`config.mk`:
```
export PLATFORM = sky130hd
export DESIGN_NAME = trace_ring_dma
export DESIGN_NICKNAME = d
export VERILOG_FILES = /design/src/rtl/trace_ring_pkg.sv /design/src/rtl/trace_ring_cfg.sv /design/src/rtl/trace_ring_seq.sv /design/src/rtl/trace_ring_out.sv /design/src/rtl/trace_ring_dma.sv
export SDC_FILE = /design/constraint.sdc
export NUM_CORES = 1
export LEC_CHECK = 0
export BUFFER_PORTS_ARGS = -buffer_cell sky130_fd_sc_hd__buf_4
export CORE_ASPECT_RATIO = 1.25
export CORE_MARGIN = 2
export CORE_UTILIZATION = 30
export DETAILED_ROUTE_END_ITERATION = 8
export GPL_TIMING_DRIVEN = 1
export PLACE_DENSITY_LB_ADDON = 0.1
export SYNTH_ARGS = -nofsm -noshare
export SYNTH_HDL_FRONTEND = slang
export SYNTH_SLANG_ARGS = --single-unit
```
`constraint.sdc`:
```
create_clock -name clk -period 4.04 [get_ports clk]
set_input_delay 0.404 -clock clk [delete_from_list [all_inputs] [get_ports clk]]
set_output_delay 0.404 -clock clk [all_outputs]
set_load 0.1 [all_outputs]
```
`src/rtl/trace_ring_pkg.sv`:
```
package trace_ring_pkg;

  localparam int unsigned WORD_BYTES    = 4;
  localparam int unsigned DEF_BUF_BYTES = 4194304;

  typedef enum logic {
    EV_FULL = 1'b0,
    EV_STOP = 1'b1
  } ev_kind_e;

endpackage

```
`src/rtl/trace_ring_cfg.sv`:
```
module trace_ring_cfg #(
  parameter int unsigned NBUF   = 4,
  parameter int unsigned ADDR_W = 32,
  parameter int unsigned SIZE_W = 32
) (
  input  logic                   clk,
  input  logic                   rst,
  input  logic                   load,
  input  logic [NBUF*ADDR_W-1:0] base_in,
  input  logic [SIZE_W-1:0]      size_in,
  output logic [NBUF*ADDR_W-1:0] base_q,
  output logic [SIZE_W-1:0]      size_q
);
  import trace_ring_pkg::*;

  localparam logic [SIZE_W-1:0] DEF_SIZE = SIZE_W'(DEF_BUF_BYTES);

  for (genvar g = 0; g < NBUF; g++) begin : g_base
    logic [ADDR_W-1:0] base_r;
    always_ff @(posedge clk) begin
      if (rst) begin
        base_r <= '0;
      end else if (load) begin
        base_r <= base_in[g*ADDR_W +: ADDR_W];
      end
    end
    assign base_q[g*ADDR_W +: ADDR_W] = base_r;
  end

  always_ff @(posedge clk) begin
    if (rst) begin
      size_q <= DEF_SIZE;
    end else if (load) begin
      size_q <= (size_in == '0) ? DEF_SIZE : size_in;
    end
  end

  assert_size_nonzero_R10: assert property (@(posedge clk) disable iff (rst)
    size_q != '0);

endmodule

```
`src/rtl/trace_ring_seq.sv`:
```
module trace_ring_seq
  import trace_ring_pkg::*;
#(
  parameter int unsigned NBUF   = 4,
  parameter int unsigned SIZE_W = 32,
  parameter int unsigned IDX_W  = 2
) (
  input  logic              clk,
  input  logic              rst,
  input  logic              trace_en,
  input  logic              in_valid,
  input  logic              in_last,
  input  logic [SIZE_W-1:0] size_q,
  output logic              active,
  output logic              start,
  output logic              acc,
  output logic [IDX_W-1:0]  cur_idx,
  output logic [SIZE_W-1:0] cur_off,
  output logic              ev_valid,
  output ev_kind_e          ev_kind,
  output logic [IDX_W-1:0]  ev_idx,
  output logic [SIZE_W-1:0] ev_bytes
);

  localparam logic [IDX_W-1:0]  LAST_IDX = IDX_W'(NBUF - 1);
  localparam logic [SIZE_W-1:0] STEP     = SIZE_W'(WORD_BYTES);

  logic              mid;
  logic              mid_n;
  logic              fill;
  logic              stop;
  logic [SIZE_W-1:0] off_inc;
  logic [SIZE_W-1:0] off_after;

  always_comb begin
    start     = !active && trace_en;
    acc       = active && in_valid && (trace_en || mid);
    off_inc   = cur_off + STEP;
    fill      = acc && (off_inc == size_q);
    mid_n     = acc ? !in_last : mid;
    stop      = active && !trace_en && !mid_n;
    if (fill) begin
      off_after = '0;
    end else if (acc) begin
      off_after = off_inc;
    end else begin
      off_after = cur_off;
    end
    ev_valid  = fill || (stop && (off_after != '0));
    ev_kind   = fill ? EV_FULL : EV_STOP;
    ev_idx    = cur_idx;
    ev_bytes  = fill ? size_q : off_after;
  end

  always_ff @(posedge clk) begin
    if (rst) begin
      active  <= 1'b0;
      mid     <= 1'b0;
      cur_idx <= '0;
      cur_off <= '0;
    end else if (start) begin
      active  <= 1'b1;
      mid     <= 1'b0;
      cur_idx <= '0;
      cur_off <= '0;
    end else begin
      mid     <= mid_n;
      cur_off <= off_after;
      if (fill) begin
        cur_idx <= (cur_idx == LAST_IDX) ? '0 : cur_idx + 1'b1;
      end
      if (stop) begin
        active <= 1'b0;
      end
    end
  end

  assert_off_in_range_R2: assert property (@(posedge clk) disable iff (rst)
    active |-> (cur_off < size_q) && (cur_off[1:0] == 2'b00));

  assert_ring_wrap_R4: assert property (@(posedge clk) disable iff (rst)
    fill && (cur_idx == LAST_IDX) |=> cur_idx == '0);

  assert_stop_at_boundary_R6: assert property (@(posedge clk) disable iff (rst)
    $fell(active) |-> !mid && !$past(trace_en));

  assert_restart_origin_R9: assert property (@(posedge clk) disable iff (rst)
    $rose(active) |-> (cur_idx == '0) && (cur_off == '0));

endmodule

```
`src/rtl/trace_ring_out.sv`:
```
module trace_ring_out
  import trace_ring_pkg::*;
#(
  parameter int unsigned NBUF   = 4,
  parameter int unsigned ADDR_W = 32,
  parameter int unsigned DATA_W = 32,
  parameter int unsigned SIZE_W = 32,
  parameter int unsigned IDX_W  = 2
) (
  input  logic                   clk,
  input  logic                   rst,
  input  logic [NBUF*ADDR_W-1:0] base_q,
  input  logic                   acc,
  input  logic [IDX_W-1:0]       cur_idx,
  input  logic [SIZE_W-1:0]      cur_off,
  input  logic [DATA_W-1:0]      in_data,
  input  logic                   ev_valid,
  input  ev_kind_e               ev_kind,
  input  logic [IDX_W-1:0]       ev_idx,
  input  logic [SIZE_W-1:0]      ev_bytes,
  output logic                   wr_valid,
  output logic [ADDR_W-1:0]      wr_addr,
  output logic [DATA_W-1:0]      wr_data,
  output logic                   done_valid,
  output logic [IDX_W-1:0]       done_idx,
  output logic                   done_partial,
  output logic [SIZE_W-1:0]      done_bytes
);

  logic [ADDR_W-1:0] sel_base;

  always_comb begin
    sel_base = base_q[cur_idx*ADDR_W +: ADDR_W];
  end

  always_ff @(posedge clk) begin
    if (rst) begin
      wr_valid     <= 1'b0;
      wr_addr      <= '0;
      wr_data      <= '0;
      done_valid   <= 1'b0;
      done_idx     <= '0;
      done_partial <= 1'b0;
      done_bytes   <= '0;
    end else begin
      wr_valid   <= acc;
      done_valid <= ev_valid;
      if (acc) begin
        wr_addr <= sel_base + ADDR_W'(cur_off);
        wr_data <= in_data;
      end
      if (ev_valid) begin
        done_idx     <= ev_idx;
        done_partial <= (ev_kind == EV_STOP);
        done_bytes   <= ev_bytes;
      end
    end
  end

  assert_addr_step_R2: assert property (@(posedge clk) disable iff (rst)
    wr_valid && $past(wr_valid) && !$past(done_valid)
      |-> wr_addr == $past(wr_addr) + ADDR_W'(WORD_BYTES));

  assert_full_with_write_R5: assert property (@(posedge clk) disable iff (rst)
    done_valid && !done_partial |-> wr_valid);

  assert_partial_nonempty_R7: assert property (@(posedge clk) disable iff (rst)
    done_valid && done_partial |-> done_bytes != '0);

endmodule

```
`src/rtl/trace_ring_dma.sv`:
```
module trace_ring_dma
  import trace_ring_pkg::*;
#(
  parameter int unsigned NBUF   = 4,
  parameter int unsigned ADDR_W = 32,
  parameter int unsigned DATA_W = 32,
  parameter int unsigned SIZE_W = 32,
  parameter int unsigned IDX_W  = $clog2(NBUF)
) (
  input  logic                   clk,
  input  logic                   rst,
  input  logic                   trace_en,
  input  logic [NBUF*ADDR_W-1:0] base_flat,
  input  logic [SIZE_W-1:0]      buf_size,
  input  logic                   in_valid,
  input  logic [DATA_W-1:0]      in_data,
  input  logic                   in_last,
  output logic                   wr_valid,
  output logic [ADDR_W-1:0]      wr_addr,
  output logic [DATA_W-1:0]      wr_data,
  output logic                   done_valid,
  output logic [IDX_W-1:0]       done_idx,
  output logic                   done_partial,
  output logic [SIZE_W-1:0]      done_bytes
);

  logic [NBUF*ADDR_W-1:0] base_q;
  logic [SIZE_W-1:0]      size_q;
  logic                   active;
  logic                   start;
  logic                   acc;
  logic [IDX_W-1:0]       cur_idx;
  logic [SIZE_W-1:0]      cur_off;
  logic                   ev_valid;
  ev_kind_e               ev_kind;
  logic [IDX_W-1:0]       ev_idx;
  logic [SIZE_W-1:0]      ev_bytes;

  trace_ring_cfg #(
    .NBUF(NBUF), .ADDR_W(ADDR_W), .SIZE_W(SIZE_W)
  ) u_cfg (
    .clk(clk), .rst(rst), .load(start),
    .base_in(base_flat), .size_in(buf_size),
    .base_q(base_q), .size_q(size_q)
  );

  trace_ring_seq #(
    .NBUF(NBUF), .SIZE_W(SIZE_W), .IDX_W(IDX_W)
  ) u_seq (
    .clk(clk), .rst(rst), .trace_en(trace_en),
    .in_valid(in_valid), .in_last(in_last), .size_q(size_q),
    .active(active), .start(start), .acc(acc),
    .cur_idx(cur_idx), .cur_off(cur_off),
    .ev_valid(ev_valid), .ev_kind(ev_kind),
    .ev_idx(ev_idx), .ev_bytes(ev_bytes)
  );

  trace_ring_out #(
    .NBUF(NBUF), .ADDR_W(ADDR_W), .DATA_W(DATA_W),
    .SIZE_W(SIZE_W), .IDX_W(IDX_W)
  ) u_out (
    .clk(clk), .rst(rst), .base_q(base_q), .acc(acc),
    .cur_idx(cur_idx), .cur_off(cur_off), .in_data(in_data),
    .ev_valid(ev_valid), .ev_kind(ev_kind),
    .ev_idx(ev_idx), .ev_bytes(ev_bytes),
    .wr_valid(wr_valid), .wr_addr(wr_addr), .wr_data(wr_data),
    .done_valid(done_valid), .done_idx(done_idx),
    .done_partial(done_partial), .done_bytes(done_bytes)
  );

  assert_idle_no_write_R11: assert property (@(posedge clk) disable iff (rst)
    !$past(active) |-> !wr_valid);

  assert_start_needs_enable_R1: assert property (@(posedge clk) disable iff (rst)
    $rose(active) |-> $past(trace_en));

endmodule

```
; Word level (Yosys, flattened, before mapping)
; Index checks and enable logic that the tools add are counted.
[totals]
wordCells = 48
ff_bits = 297
out_inout_bits = 101
[classes]
add_sub_neg = 3
mux = 9
reduce_logical = 17
eq_ne = 2
shift = 1
[ops]
columns = op, n
row1 = $mux W32, 4
row2 = $shiftx A128 B8 Y32, 1
row3 = $add A32 B3 Y32 const B, 1
row4 = $add A32 B32 Y32, 1
row5 = $eq A32 B32 Y1, 1
row6 = $logic_not A32 Y1, 1
row7 = $reduce_bool A32 Y1, 1
row8 = $logic_and A1 B1 Y1, 7
row9 = $logic_not A1 Y1, 4
row10 = $mux W1, 4
row11 = $add A2 B1 Y2 const B, 1
row12 = $eq A2 B2 Y1 const B, 1
row13 = $logic_or A1 B1 Y1, 2
row14 = $mux W2, 1
row15 = $reduce_bool A2 Y1, 1
row16 = $reduce_or A2 Y1, 1

; Depth between registers and ports, before layout
[depth]
ltp_word = 7
depth_mapped = 15
ltp_nobuf = 13

; By module
; Synthesis repeated with hierarchy kept, for this count alone.
[hier_totals]
cells_unflattened = 1535
area_unflattened_um2 = 14685.3
[modules_own_cells]
columns = mod, area_per_inst_um2, seq_area_each_um2, instances, cells_each
row1 = trace_ring_out, 6005.8, 2021.9, 1, 634
row2 = trace_ring_cfg, 5811.8, 3203.1, 1, 527
row3 = trace_ring_seq, 2867.8, 720.7, 1, 374

; Worst setup path before layout
; Ideal clock, no wire load.
[synth_timing]
path_kind = register -> register
startpoint = register u_seq.cur_idx[0]
endpoint = register u_out.wr_addr[22]
setup_ps = 65
path_slack_ps = 139
required_time_ps = 3975
synth_period_minus_slack_ps = 3901
t_arrival_ps = 3835
path_buffers = 2
path_stages_with_launch = 14
path_cell_list = dfxtp_1 -> clkbuf_1 -> buf_1 -> mux4_2 -> ha_1 -> o21ai_0 -> a21oi_1 -> o22ai_1 -> a211oi_1 -> a31oi_1 -> o21ai_0 -> a21oi_1 -> or4_1 -> nand3_1
[synth_via]
elab_chain_cells = 2
[synth_rtl]
columns = item, line
row1 = from (decl), trace_ring_seq.sv:17  ; output logic [IDX_W-1:0] cur_idx,
row2 = from (signal assigned), trace_ring_seq.sv:70  ; cur_idx <= (cur_idx == LAST_IDX) ? '0 : cur_idx + 1'b1;
row3 = $shiftx A128 B8 Y32, trace_ring_out.sv:33  ; sel_base = base_q[cur_idx*ADDR_W +: ADDR_W];
row4 = $add A32 B32 Y32, trace_ring_out.sv:49  ; wr_addr <= sel_base + ADDR_W'(cur_off);
row5 = to (signal assigned), trace_ring_out.sv:49
row6 = to (decl), trace_ring_out.sv:22  ; output logic [ADDR_W-1:0] wr_addr,
; Every way passes these cells.
; A chain may end at the register's enable or synchronous reset.

; Worst setup path after layout
[layout_timing]
startpoint = register u_seq.cur_off[2]
endpoint = register u_out.done_bytes[7]
[layout_via]
elab_chain_cells = 7
elab_cells_between_ends = 9
cone_classes = add/sub (1) / eq/ne (1) / mux (3) / reduce/logical (4)
[layout_rtl]
columns = item, line
row1 = from (decl), trace_ring_seq.sv:18  ; output logic [SIZE_W-1:0] cur_off,
row2 = from (signal assigned), trace_ring_seq.sv:68  ; cur_off <= off_after;
row3 = $add A32 B3 Y32, trace_ring_seq.sv:38  ; off_inc = cur_off + STEP;
row4 = $eq A32 B32 Y1, trace_ring_seq.sv:39  ; fill = acc && (off_inc == size_q);
row5 = $logic_and A1 B1 Y1, trace_ring_seq.sv:39
row6 = $mux W32, trace_ring_seq.sv:42  ; if (fill) begin
row7 = $reduce_bool A32 Y1, trace_ring_seq.sv:49  ; ev_valid = fill || (stop && (off_after != '0));
row8 = $logic_and A1 B1 Y1, trace_ring_seq.sv:49
row9 = $logic_or A1 B1 Y1, trace_ring_seq.sv:49
row10 = to (signal assigned), trace_ring_out.sv:55  ; done_bytes <= ev_bytes;
row11 = to (decl), trace_ring_out.sv:27  ; output logic [SIZE_W-1:0] done_bytes
; Several ways; a longest one is shown, not always the timed one.

==> Flow_metrics.wiki <==
{| class="wikitable"
! Metric !! Value
|-
| Height of the chip || 243 um
|-
| Worst path arrival time || 4.13 ns
|-
| Total power after layout || 7.04 mW
|-
| Critical-path cell list || ha_1 -> nand3_1 -> buf_4 -> or3_1 -> nor4b_1 -> a21oi_1 -> nor4_1 -> nand4_1 -> or2_2 -> buf_12 -> o311ai_0
|-
| Stages on worst setup path || 11
|-
| Average wire length per cell after detail routing || 20.8 um
|-
| Total of max-cap violations || 0
|-
| Worst-path maximum fanout || 28
|-
| Period Utilization, post-route || 0.918
|-
| Data required time at the worst endpoint || 4.46 ns
|-
| Ratio of total power to cell area || 390 nW/um2
|-
| Most frequent cell after synthesis || dfxtp_1
|-
| Placer Congestion || 0.872
|-
| Worst R2R Path Depth || 11
|-
| Root Buffer || clkbuf_16
|-
| Placement Setup Slack || 0.172 ns
|-
| Area leader, netlist || dfxtp_1
|-
| Full die area || 47600 um2
|-
| Endpoint of the most critical register-to-register path || u_out.done_bytes[7]$_SDFFE_PP0P_
|-
| Pin slew with the least headroom to its limit || 0.768 ns
|-
| Post-Layout Inst Area || 18100 um2
|-
| Worst setup SP type || register
|-
| Clock tree from TritonCTS || done
|-
| Worst setup margin || 0.329 ns
|-
| Pin count of the biggest net entering global routing || 141
|-
| Syn Area/Cell || 9.38 um2
|-
| Total number of yosys warnings || 0
|-
| Initial DRC count || 756
|-
| Synthesized netlist net count || 1697
|-
| Register-to-register setup slack || 0.33 ns
|-
| Total number of vias || 12.4k
|-
| Top cell type's share of synthesized area || 0.432
|-
| Crit path buffers/inverters || 2
|-
| Detailed placer's ending HPWL || 36.9 mm
|-
| Number of synthesized flops with an enable pin || 0
|-
| Time the final worst path needs with I/O delays and setup || 3.71 ns
|-
| Number of standard cells after synthesis || 1466
|-
| Number of optimization iterations in the first detailed-route pass || 5
|-
| Total congestion overflow || 0
|-
| Average via count per standard cell || 5.26
|-
| RSZ-0062 raised after global routing || no
|-
| Static leakage || 7.52 nW
|-
| Net total in the final layout || 1981
|-
| Antenna violations before repair || 3
|-
| Starting density of the core || 0.305
|-
| Vias in the first global route || 12.2k
|-
| Category of the worst setup path capture point || register
|-
| First-pass GRT wire length || 73.9 mm
|-
| Max stage delay cell, worst path || or3_1
|-
| Placed instance area || 16900 um2
|-
| TritonCTS buffer count || 35
|-
| Global Route Usage Sum || 0.201
|-
| Max Clock Freq || 0.270 GHz
|-
| Number of pins exceeding their max-slew limit in the final report || 0
|-
| Count of buffers from port buffering || 297
|-
| Critical Path Source || u_seq.cur_off[2]$_SDFF_PP0_
|-
| Leading cell types by total area after synthesis || dfxtp_1 43%, a22o_1 9.9%, mux4_2 5.2%, nand2_1 4.1%, xnor2_1 3.2%
|-
| Clock slew at the register clock pins of the worst setup and hold paths || 0.06 ns
|-
| Leading register cell type out of synthesis || dfxtp_1
|-
| Horizontal die dimension || 196 um
|-
| Synth top cells by count || 297 x dfxtp_1, 155 x a22o_1, 152 x nand2_1
|-
| Post-route ant nets || 0
|-
| Num rows || 87
|-
| Clk sink count || 297
|-
| Slowest cell delay on critical path || 0.48 ns
|-
| Area Growth Syn to Fin || 31.3%
|-
| End point of the critical path || u_out.done_bytes[7]$_SDFFE_PP0P_
|-
| Type of the tightest min-delay check || in2reg
|-
| Rel. slew slack || 0.488
|-
| Source-to-sink clock delay at the later pin of the worst-skew pair || 0.53 ns
|-
| Worst clock skew || 0.0227 ns
|-
| Cell Area, Synth || 13800 um2
|-
| Post-layout util || 0.400
|-
| Result of the run || finished clean
|-
| Deepest level of the CTS H-tree || 2
|-
| Proportion of layout cells with a drive suffix above 1 || 0.268
|-
| I/O pin total || 298
|-
| Count of unresolved DRC violations after routing || 0
|-
| Final routed wirelength across all metal layers || 49.0 mm
|-
| Final Hold Viols || 0
|-
| Sequential share of the synthesized area || 0.432
|-
| Count of cell types in the netlist || 70
|-
| VDD IR max || 0.000225 V
|-
| Ys async rst share || 0
|-
| Deepest clock path buffer count || 3
|-
| Cell family with most CP delay || simple AND/OR/NAND/NOR gates
|-
| Number of synthesized register bits || 297
|-
| Sum of negative setup slack || 0 ns
|-
| Final count of negative-setup-slack endpoints || 0
|-
| Floorplan core area || 45200 um2
|-
| Category of the most critical setup path || reg2reg
|-
| Worst R2R Start || u_seq.cur_off[2]$_SDFF_PP0_
|}
## per-stage QoR
stage               hold slack [ns]  std cells
floorplan                     0.444       1466
global placement              0.441       2291
detailed placement            0.447       2291
CTS                          0.0507       2353
global route                 0.0611       2353
finish                       0.0704       2354
## timing repair
| item | in CTS | in global routing |
|---|---|---|
| hold buffers | 0 | 0 |
| resized for setup | 0 | 3 |
| endpoints found under the setup margin | 0 | 10 |
| buffers inserted | 0 | 0 |
## flip-flops by register name (all words and copies together), names as in the netlist
signal               count
u_seq.active             1
u_cfg.size_q            32
u_out.wr_valid           1
u_out.wr_data           32
u_out.done_valid         1
u_seq.cur_off           32
u_cfg.g_base.base_r    128
u_seq.cur_idx            2
u_out.done_idx           2
u_seq.mid                1
u_out.done_bytes        32
u_out.done_partial       1
u_out.wr_addr           32
## kinds of logic (layout without fill, tap and decap cells)
logic type / Yosys count / in the layout / share of synthesized area
compound gates: 409 / 409 / 0.218
xor+xnor: 80 / 80 / 0.0509
fa+ha+maj: 34 / 34 / 0.0315
buf+inv: 138 / 447 / 0.0407
flops: 297 / 297 / 0.432
mux: 39 / 39 / 0.0578
other cells: 0 / 1 / 0
simple gates: 469 / 469 / 0.169
## cell usage in the layout, fill, tap and decap left out, types with 9 or more instances in the layout
cell | synthesis | final
and3_1 | 16 | 16
xnor2_1 | 50 | 50
nand3_1 | 36 | 36
o311a_1 | 15 | 15
nor2_1 | 100 | 98
a211oi_1 | 16 | 15
a22o_1 | 155 | 155
nor3_1 | 29 | 29
and2_1 | 9 | 9
nor4_1 | 20 | 20
nand2_1 | 152 | 152
dfxtp_1 | 297 | 295
nand4_1 | 40 | 40
a21oi_1 | 85 | 84
o21ai_0 | 52 | 52
inv_1 | 21 | 20
ha_1 | 33 | 33
or4_1 | 13 | 13
or3_1 | 15 | 15
xor2_1 | 30 | 30
a21o_1 | 15 | 15
mux4_2 | 32 | 32
clkbuf_16 | 0 | 36
buf_4 | 3 | 356
## power by group
part           total [mW]  internal [mW]  switching, mW
sequential           3.11           3.04         0.0744
combinational       0.654          0.297          0.357
clock                3.27           1.98           1.29
## cell type report
class	instances	area, um2
tap	578	723
inverter	21	78.8
clock buffer	50	1030
multi-input combinational	1031	7280
fill	4540	27100
timing repair buffer	364	2830
sequential	297	5950
clock inverter	12	161
antenna	1	2.50
## how the worst min path moves through the flow
stage	startpoint	to	depth (start not counted)
after floorplan	u_cfg.g_base[1].base_r[31]$_SDFFE_PP0P_	u_cfg.g_base[1].base_r[31]$_SDFFE_PP0P_	1
after global placement	u_out.wr_addr[13]$_SDFFE_PP0P_	u_out.wr_addr[13]$_SDFFE_PP0P_	2
after detailed placement	u_out.wr_data[11]$_SDFFE_PP0P_	u_out.wr_data[11]$_SDFFE_PP0P_	2
after CTS	base_flat[16]	u_cfg.g_base[0].base_r[16]$_SDFFE_PP0P_	2
after global routing	base_flat[78]	u_cfg.g_base[2].base_r[14]$_SDFFE_PP0P_	2
final	in_last	u_seq.mid$_SDFF_PP0_	2
## per-layer routing
| metal | part of all wire | vias to the layer above | global-route usage |
|---|---|---|---|
| li1 | - | 6043 | - |
| met4 | 0.027 | 0 | 0.0615 |
| met1 | 0.43 | 5943 | 0.256 |
| met3 | 0.061 | 69 | 0.0462 |
| met5 | 0 | - | 0 |
| met2 | 0.48 | 319 | 0.337 |
(Power assumes the default switching activity.)
